**src/rtl/btb_pkg.sv**
```systemverilog
package btb_pkg;

   typedef enum logic [1:0] {
      CTR_STRONG_NT = 2'b00,
      CTR_WEAK_NT   = 2'b01,
      CTR_WEAK_T    = 2'b10,
      CTR_STRONG_T  = 2'b11
   } ctr_e;

   // One saturating step of the direction counter.
   function automatic ctr_e ctr_step(input ctr_e cur, input logic taken);
      ctr_e nxt;
      nxt = cur;
      if (taken) begin
         if (cur != CTR_STRONG_T) nxt = ctr_e'(cur + 2'd1);
      end else begin
         if (cur != CTR_STRONG_NT) nxt = ctr_e'(cur - 2'd1);
      end
      return nxt;
   endfunction

endpackage

```
**src/rtl/btb_match.sv**
```systemverilog
module btb_match #(
   parameter int ENTRIES = 16,
   parameter int PC_W    = 32,
   localparam int IDX_W  = $clog2(ENTRIES)
) (
   input  logic [ENTRIES-1:0]          valid,
   input  logic [ENTRIES-1:0][PC_W-1:0] tags,
   input  logic [PC_W-1:0]             key,
   output logic [ENTRIES-1:0]          hit_vec,
   output logic                        hit,
   output logic [IDX_W-1:0]            hit_idx
);

   for (genvar g = 0; g < ENTRIES; g++) begin : g_cmp
      assign hit_vec[g] = valid[g] && (tags[g] == key);
   end

   assign hit = |hit_vec;

   always_comb begin
      hit_idx = '0;
      for (int i = ENTRIES - 1; i >= 0; i--) begin
         if (hit_vec[i]) hit_idx = IDX_W'(i);
      end
   end

endmodule

```
**src/rtl/btb_rr_ptr.sv**
```systemverilog
module btb_rr_ptr #(
   parameter int ENTRIES = 16,
   localparam int IDX_W  = $clog2(ENTRIES)
) (
   input  logic             clk,
   input  logic             rst_n,
   input  logic             advance,
   output logic [IDX_W-1:0] ptr
);

   always_ff @(posedge clk or negedge rst_n) begin
      if (!rst_n)       ptr <= '0;
      else if (advance) ptr <= ptr + IDX_W'(1);
   end

   // victim pointer moves exactly one slot per allocation
   p_ptr_step_r9: assert property (@(posedge clk) disable iff (!rst_n)
      advance |=> ptr == $past(ptr) + IDX_W'(1));

   p_ptr_hold_r4: assert property (@(posedge clk) disable iff (!rst_n)
      !advance |=> $stable(ptr));

endmodule

```
**src/rtl/btb_entry.sv**
```systemverilog
module btb_entry
   import btb_pkg::*;
#(
   parameter int PC_W = 32
) (
   input  logic            clk,
   input  logic            rst_n,
   input  logic            alloc,
   input  logic            upd_hit,
   input  logic [PC_W-1:0] upd_pc,
   input  logic            upd_taken,
   input  logic [PC_W-1:0] upd_target,
   output logic            valid,
   output logic [PC_W-1:0] tag,
   output logic [PC_W-1:0] target,
   output ctr_e            ctr
);

   always_ff @(posedge clk or negedge rst_n) begin
      if (!rst_n) begin
         valid  <= 1'b0;
         tag    <= '0;
         target <= '0;
         ctr    <= CTR_WEAK_NT;
      end else if (alloc) begin
         valid  <= 1'b1;
         tag    <= upd_pc;
         target <= upd_target;
         ctr    <= CTR_WEAK_NT;
      end else if (upd_hit) begin
         ctr <= ctr_step(ctr, upd_taken);
         if (upd_taken) target <= upd_target;
      end
   end

   p_alloc_wnt_r4: assert property (@(posedge clk) disable iff (!rst_n)
      alloc |=> valid && ctr == CTR_WEAK_NT && tag == $past(upd_pc));

   p_sat_top_r5: assert property (@(posedge clk) disable iff (!rst_n)
      (upd_hit && !alloc && upd_taken && ctr == CTR_STRONG_T) |=> ctr == CTR_STRONG_T);

   p_sat_bot_r5: assert property (@(posedge clk) disable iff (!rst_n)
      (upd_hit && !alloc && !upd_taken && ctr == CTR_STRONG_NT) |=> ctr == CTR_STRONG_NT);

   p_tgt_refresh_r6: assert property (@(posedge clk) disable iff (!rst_n)
      (upd_hit && upd_taken) |=> target == $past(upd_target));

   p_idle_hold_r8: assert property (@(posedge clk) disable iff (!rst_n)
      (!alloc && !upd_hit) |=> $stable(ctr) && $stable(target) && $stable(valid));

endmodule

```
**src/rtl/btb_predictor.sv**
```systemverilog
module btb_predictor
   import btb_pkg::*;
#(
   parameter int ENTRIES    = 16,
   parameter int PC_W       = 32,
   parameter int STEP_BYTES = 4,
   localparam int IDX_W     = $clog2(ENTRIES)
) (
   input  logic            clk,
   input  logic            rst_n,
   input  logic [PC_W-1:0] fetch_pc,
   output logic            pred_hit,
   output logic            pred_taken,
   output logic [PC_W-1:0] pred_npc,
   input  logic            upd_valid,
   input  logic [PC_W-1:0] upd_pc,
   input  logic            upd_taken,
   input  logic [PC_W-1:0] upd_target,
   input  logic            upd_pred_taken,
   input  logic [PC_W-1:0] upd_pred_target,
   output logic            mispredict,
   output logic [PC_W-1:0] redirect_pc
);

   if (ENTRIES < 2 || (ENTRIES & (ENTRIES - 1)) != 0) begin : g_bad_entries
      $error("btb_predictor: ENTRIES must be a power of two, at least 2");
   end
   if (PC_W < 8) begin : g_bad_pcw
      $error("btb_predictor: PC_W too small");
   end
   if (STEP_BYTES < 1) begin : g_bad_step
      $error("btb_predictor: STEP_BYTES must be positive");
   end

   localparam logic [PC_W-1:0] STEP = PC_W'(STEP_BYTES);

   logic [ENTRIES-1:0]           ent_valid;
   logic [ENTRIES-1:0][PC_W-1:0] ent_tag;
   logic [ENTRIES-1:0][PC_W-1:0] ent_target;
   ctr_e                         ent_ctr [ENTRIES];

   logic [ENTRIES-1:0] look_vec, upd_vec, alloc_vec;
   logic               look_hit, upd_any;
   logic [IDX_W-1:0]   look_idx, upd_idx, victim;
   logic               alloc_en;

   btb_match #(.ENTRIES(ENTRIES), .PC_W(PC_W)) u_look_match (
      .valid(ent_valid), .tags(ent_tag), .key(fetch_pc),
      .hit_vec(look_vec), .hit(look_hit), .hit_idx(look_idx));

   btb_match #(.ENTRIES(ENTRIES), .PC_W(PC_W)) u_upd_match (
      .valid(ent_valid), .tags(ent_tag), .key(upd_pc),
      .hit_vec(upd_vec), .hit(upd_any), .hit_idx(upd_idx));

   assign alloc_en = upd_valid && !upd_any;

   btb_rr_ptr #(.ENTRIES(ENTRIES)) u_victim (
      .clk(clk), .rst_n(rst_n), .advance(alloc_en), .ptr(victim));

   for (genvar g = 0; g < ENTRIES; g++) begin : g_ent
      assign alloc_vec[g] = alloc_en && (victim == IDX_W'(g));
      btb_entry #(.PC_W(PC_W)) u_entry (
         .clk(clk), .rst_n(rst_n),
         .alloc(alloc_vec[g]),
         .upd_hit(upd_valid && upd_vec[g]),
         .upd_pc(upd_pc), .upd_taken(upd_taken), .upd_target(upd_target),
         .valid(ent_valid[g]), .tag(ent_tag[g]),
         .target(ent_target[g]), .ctr(ent_ctr[g]));
   end

   // Prediction
   always_comb begin
      pred_hit   = look_hit;
      pred_taken = look_hit && ent_ctr[look_idx][1];
      pred_npc   = pred_taken ? ent_target[look_idx] : fetch_pc + STEP;
   end

   // Resolution compare
   always_comb begin
      mispredict  = upd_valid &&
                    ((upd_pred_taken != upd_taken) ||
                     (upd_taken && upd_pred_target != upd_target));
      redirect_pc = upd_taken ? upd_target : upd_pc + STEP;
   end

   p_onehot_look_r9: assert property (@(posedge clk) disable iff (!rst_n)
      $onehot0(look_vec));

   p_onehot_upd_r9: assert property (@(posedge clk) disable iff (!rst_n)
      $onehot0(upd_vec));

   p_miss_fall_r2: assert property (@(posedge clk) disable iff (!rst_n)
      !pred_hit |-> !pred_taken && pred_npc == fetch_pc + STEP);

   p_flush_needs_upd_r7: assert property (@(posedge clk) disable iff (!rst_n)
      mispredict |-> upd_valid);

   p_no_upd_r8: assert property (@(posedge clk) disable iff (!rst_n)
      !upd_valid |=> $stable(ent_valid) && $stable(ent_tag) && $stable(ent_target));

   p_single_alloc_r4: assert property (@(posedge clk) disable iff (!rst_n)
      $onehot0(alloc_vec));

endmodule

```
**config.mk**
```make
export PLATFORM = sky130hd
export DESIGN_NAME = btb_predictor
export DESIGN_NICKNAME = d
export VERILOG_FILES = /design/src/rtl/btb_pkg.sv /design/src/rtl/btb_match.sv /design/src/rtl/btb_rr_ptr.sv /design/src/rtl/btb_entry.sv /design/src/rtl/btb_predictor.sv
export SDC_FILE = /design/constraint.sdc
export NUM_CORES = 2
export LEC_CHECK = 0
export ABC_AREA = 1
export BUFFER_PORTS_ARGS = -buffer_cell sky130_fd_sc_hd__buf_2
export CAP_MARGIN = 20
export CORE_UTILIZATION = 57
export CTS_BUF_LIST = sky130_fd_sc_hd__clkbuf_16
export CTS_CLUSTER_DIAMETER = 50
export DETAILED_ROUTE_END_ITERATION = 10
export PLACE_DENSITY_LB_ADDON = 0.2
export SYNTH_ARGS = -nofsm -noshare
export SYNTH_HDL_FRONTEND = slang
export SYNTH_SLANG_ARGS = --single-unit
```
**constraint.sdc**
```tcl
create_clock -name clk -period 3.3 [get_ports clk]
set_clock_uncertainty 0.2 [all_clocks]
set_input_delay 0.495 -clock clk [delete_from_list [all_inputs] [get_ports clk]]
set_output_delay 0.495 -clock clk [all_outputs]
set_load 0.1 [all_outputs]
```
==> impl_metrics.toml, run 1 <==
[synthesis]
synth_top_area_share_pct = 40.56
syn-num-nets = 9115
ys_seq_area_share_pct = 41.20
netlist_area_sq_um = 65410
yosys_warnings = 0
ys_types = 69
synthTopCellsByArea = "dfrtp_1 (41%), nand2_1 (14%), o21ai_0 (8.8%)"
synth.most_common_cell = "nand2_1"
synth_edf_count = 0
ys_async_sr_fraction_pct = 100.0
synth-seq-cells = 1076
avgSynthCellArea_sq_um = 7.287
syn_inst = 8976
synth_common_cells = "nand2_1 (2459), o21ai_0 (1150), dfrtp_1 (1060), inv_1 (941), nand3_1 (605)"
synthFlopType = "dfrtp_1"
synth_top_cell_by_area = "dfrtp_1"

[clocking]
cts.sinks = 1076
cts_max_level = 4
cts_root_buffer = "clkbuf_16"
cts_inserted_buffers = 141
clockBufferDepth = 3

[status]
error_line = "[ERROR GRT-0116] Global routing finished with congestion. Check the congestion regions in the DRC Viewer."
status = "did not finish"
haltStage = "global routing (5_1_grt)"

[die]
die_w_microns = 340.7
die_y_microns = 340.7
io_pins = 200
start_util_pct = 57.82
std_cell_rows = 123

[global_route]
grt_pass1_vias = 98980
grt_start_max_net_pins = 95
grt_usage_pct = 86.14
gr-total-overflow = 307
grt_pass1_wl_microns = 732400

[placement]
port_buffers = 199
postPlaceCellArea_sq_um = 86860
place.gp.congestion = 1.220
post-dp-hpwl_microns = 270300
what timing repair did:
action                                   CTS
cloned                                    17
buffers inserted                          76
hold endpoints to repair                 249
hold buffers                              14
pin swaps                                100
endpoints found under the setup margin  1125
resized for setup                        356
routing by layer:
layer  overflow  global-route usage [%]
met5          5                   55.31
met3         31                   77.66
met2        140                   96.01
met4        110                   83.74
met1         21                   86.89
cell families after synthesis:
kind of cell / share of synthesized area [%]
fa+ha+maj: 0.1454
simple gates: 26.52
flops: 41.20
buf+inv: 10.60
xor+xnor: 4.698
compound gates: 15.67
mux: 1.171
per-stage QoR:
step                      instances  setup slack [ns]  utilization (%)
after floorplan                8976           -0.8533                -
after global placement        12190            -1.982            76.79
after detailed placement      12190            -2.020            76.79
after CTS                     12540            -1.968            83.12
==> run 2, diff against run 1 <==
--- a/config.mk
+++ b/config.mk
@@ -8,11 +8,9 @@
 export ABC_AREA = 1
 export BUFFER_PORTS_ARGS = -buffer_cell sky130_fd_sc_hd__buf_2
 export CAP_MARGIN = 20
-export CORE_UTILIZATION = 57
-export CTS_BUF_LIST = sky130_fd_sc_hd__clkbuf_16
-export CTS_CLUSTER_DIAMETER = 50
+export CORE_UTILIZATION = 40
 export DETAILED_ROUTE_END_ITERATION = 10
-export PLACE_DENSITY_LB_ADDON = 0.2
+export PLACE_DENSITY_LB_ADDON = 0.15
 export SYNTH_ARGS = -nofsm -noshare
 export SYNTH_HDL_FRONTEND = slang
 export SYNTH_SLANG_ARGS = --single-unit
==> constraint.sdc (replaced) <==
create_clock -name clk -period 4.3 [get_ports clk]
set_clock_uncertainty 0.2 [all_clocks]
set_input_delay 0.645 -clock clk [delete_from_list [all_inputs] [get_ports clk]]
set_output_delay 0.645 -clock clk [all_outputs]
set_load 0.1 [all_outputs]
==> impl_metrics.toml, run 2 <==
[synthesis]
ys_types = 69
netlist_area_sq_um = 65410
synth_common_cells = "nand2_1 (2459), o21ai_0 (1150), dfrtp_1 (1060), inv_1 (941), nand3_1 (605)"
synthFlopType = "dfrtp_1"
syn-num-nets = 9115
synth.most_common_cell = "nand2_1"
synth-seq-cells = 1076
ys_seq_area_share_pct = 41.20
synthTopCellsByArea = "dfrtp_1 (41%), nand2_1 (14%), o21ai_0 (8.8%)"
ys_async_sr_fraction_pct = 100.0
avgSynthCellArea_sq_um = 7.287
synth_edf_count = 0
yosys_warnings = 0
synth_top_cell_by_area = "dfrtp_1"
syn_inst = 8976
synth_top_area_share_pct = 40.56

[setup_path]
cpMostUsedCell = "nand2_2"
crit_end = "pred_npc[19]"
worst-path-stages = 35
max_stage_delay_ns = 0.43
cp_data_arrival_time_ns = 4.68
crit_fanout = 7
start_kind = "register"
cp-end-kind = "output pin"
r2r-start = "g_ent[4].u_entry.tag[27]$_DFFE_PN0P_"
cp_top_family = "simple AND/OR/NAND/NOR gates"
ff2ff_path_depth = 17
worstSetupStartpoint = "g_ent[12].u_entry.tag[12]$_DFFE_PN0P_"
slowest_stage = "dfrtp_2"
path_buf_inv = 6
required_ns = 3.45
crit_type = "register to output pin"
worst_r2r_endpoint = "g_ent[4].u_entry.target[25]$_DFFE_PN0P_"
r2r_setup_slack_ns = 0.25

[status]
violations = "negative setup slack"
status = "finished with violations"

[power_and_ir_drop]
p_leak_nw = 45.15
total_power_mw = 56.45
vdd_drop_max_mv = 0.4815
power_density_nw_per_um2 = 600.9

[drt]
drt-initial-drc-count = 10060
drtAntennaViolNets = 0
wl_per_cell_microns = 30.48
vias_per_cell = 5.885
remaining_drc_errors = 0
via_count = 77220
wl_microns = 400000
dr.pass1.iters = 6

[die]
std_cell_rows = 148
fp.dieArea_sq_um = 165100
die_w_microns = 406.4
die_y_microns = 406.4
io_pins = 200
start_util_pct = 40.23
core_sq_um = 162600

[placement]
place_ws_ns = -1.609
port_buffers = 199
place.gp.congestion = 1.141
post-dp-hpwl_microns = 291100

[hold_path]
min-delay-start = "upd_target[18]"
hold_class = "input port to register"

[timing]
period_minus_slack_ns = 5.523
fin_crit_sh_pct = 128.4
clock.fmax_ghz = 0.1811
setup_viol = 43
fin_ws_ns = -1.223
final_hold_viol_count = 0
maxSlewHeadroom_pct = 25.03
finalMaxSlewViolations = 0
tightest_slew_ns = 1.141
rsz0062_at_grt = "true"
finalSetupTns_ns = -40.57
holdWs_ns = 0.04027

[final_layout]
multi_input_area_sq_um = 33690
largestRegisters = "g_ent.u_entry.tag (512), g_ent.u_entry.target (512), g_ent.u_entry.ctr (32)"
nFillCells = 15270
drive_gt1_share_pct = 29.54
seqCellArea_sq_um = 26970
fin_nets = 10970
area_growth_pct = 43.64
final_util_pct = 57.78
mostFrequentLayoutCells = "nand2_1 (2261), buf_4 (1877), o21ai_0 (1122), dfrtp_1 (1039), inv_1 (901)"
mostFrequentLayoutCell = "nand2_1"

[global_route]
grt_start_max_net_pins = 93
antenna_found_initial = 33
grt_pass1_vias = 72910
gr-total-overflow = 0
grt_pass1_wl_microns = 551300
grt_usage_pct = 47.69

[clocking]
cts_tree = "done"
cts_inserted_buffers = 135
clockBufferDepth = 3
cts.clk_slew.worst_paths_ns = 0.06
cts.sinks = 1076
clk_latency_ns = 0.83
cts_max_level = 4
cts_root_buffer = "clkbuf_16"

[run]
maxCapViolations = 0
run 2: area by class of cell:
type / count / share of cell area [%]
Antenna cell: 13 / 0.03463
Tap cell: 2175 / 2.897
Multi-Input combinational cell: 6253 / 35.86
Clock inverter: 40 / 0.7298
Inverter: 981 / 3.991
Sequential cell: 1076 / 28.71
Timing Repair Buffer: 2384 / 23.56
Timing Repair inverter: 2 / 0.02930
Clock buffer: 198 / 4.191
run 2: what timing repair did:
item / CTS / global route
gates resized for setup: 352 / 232
endpoints found under the setup margin: 55 / 506
gates cloned: 23 / 5
hold buffers: 1 / 0
hold endpoints to repair: 39 / 0
buffers inserted: 98 / 27
pin swaps: 82 / 111
run 2: through the flow:
step	area (sq um)	std cells
after global placement	85520	12730
after CTS	92860	13090
final	93950	13120
after global routing	93920	13110
after detailed placement	85520	12730
after floorplan	65730	8976
run 2: how the worst min path moves through the flow:
stage,endpoint,slack (ns),cells past startpoint
after CTS,g_ent[7].u_entry.target[18]$_DFFE_PN0P_,0.001,3
after global routing,g_ent[7].u_entry.target[18]$_DFFE_PN0P_,0.06,3
after detailed placement,g_ent[3].u_entry.target[15]$_DFFE_PN0P_,0.27,1
after floorplan,g_ent[0].u_entry.ctr[1]$_DFFE_PN0P_,0.15,0
final,g_ent[7].u_entry.target[18]$_DFFE_PN0P_,0.04,3
after global placement,g_ent[3].u_entry.target[15]$_DFFE_PN0P_,0.26,1
run 2: kinds of logic (layout without fill, tap and decap cells):
logic type                 Yosys count  in the layout  synth area share [%]
other                                0             13                     0
xor gates and xnor gates           350            350                 4.698
AOI/OAI and AO/OA                 1823           1823                 15.67
DFF                               1076           1076                 41.20
and+or+nand+nor                   4004           4004                 26.52
adders and majority gates            8              8                0.1454
buffers and inverters             1647           3605                 10.60
muxes                               68             68                 1.171
run 2: worst register-to-register path: stages, from the launching register on:
cell and delay, ns:
dfrtp_1 0.37, buf_4 0.13, buf_4 0.13, nand2_1 0.06
o2111ai_1 0.15, a2111oi_1 0.45, buf_4 0.20, nand4_1 0.06
nor3_1 0.17, and2_1 0.33, inv_1 0.18, buf_4 0.17
nor2_1 0.12, inv_1 0.10, o21ai_4 0.61, buf_4 0.36
nand2_1 0.09, o21ai_0 0.07
run 2: routing by layer:
layer / vias to the layer above / part of all wire (%) / track usage, %
met5: - / 0.039 / 0
met4: 22 / 8.9 / 35.53
met3: 1485 / 12 / 13.35
met2: 5255 / 42 / 70.43
met1: 37060 / 37 / 59.18
li1: 33400 / - / -
run 2: power breakdown:
part / switching [mW] / leakage (nW) / internal, mW
registers: 3.09 / 13.2 / 14.9
clock network: 5.01 / 2.26 / 7.31
logic: 14.5 / 29.7 / 11.6
No activity file was read; power rests on OpenSTA's default activity.
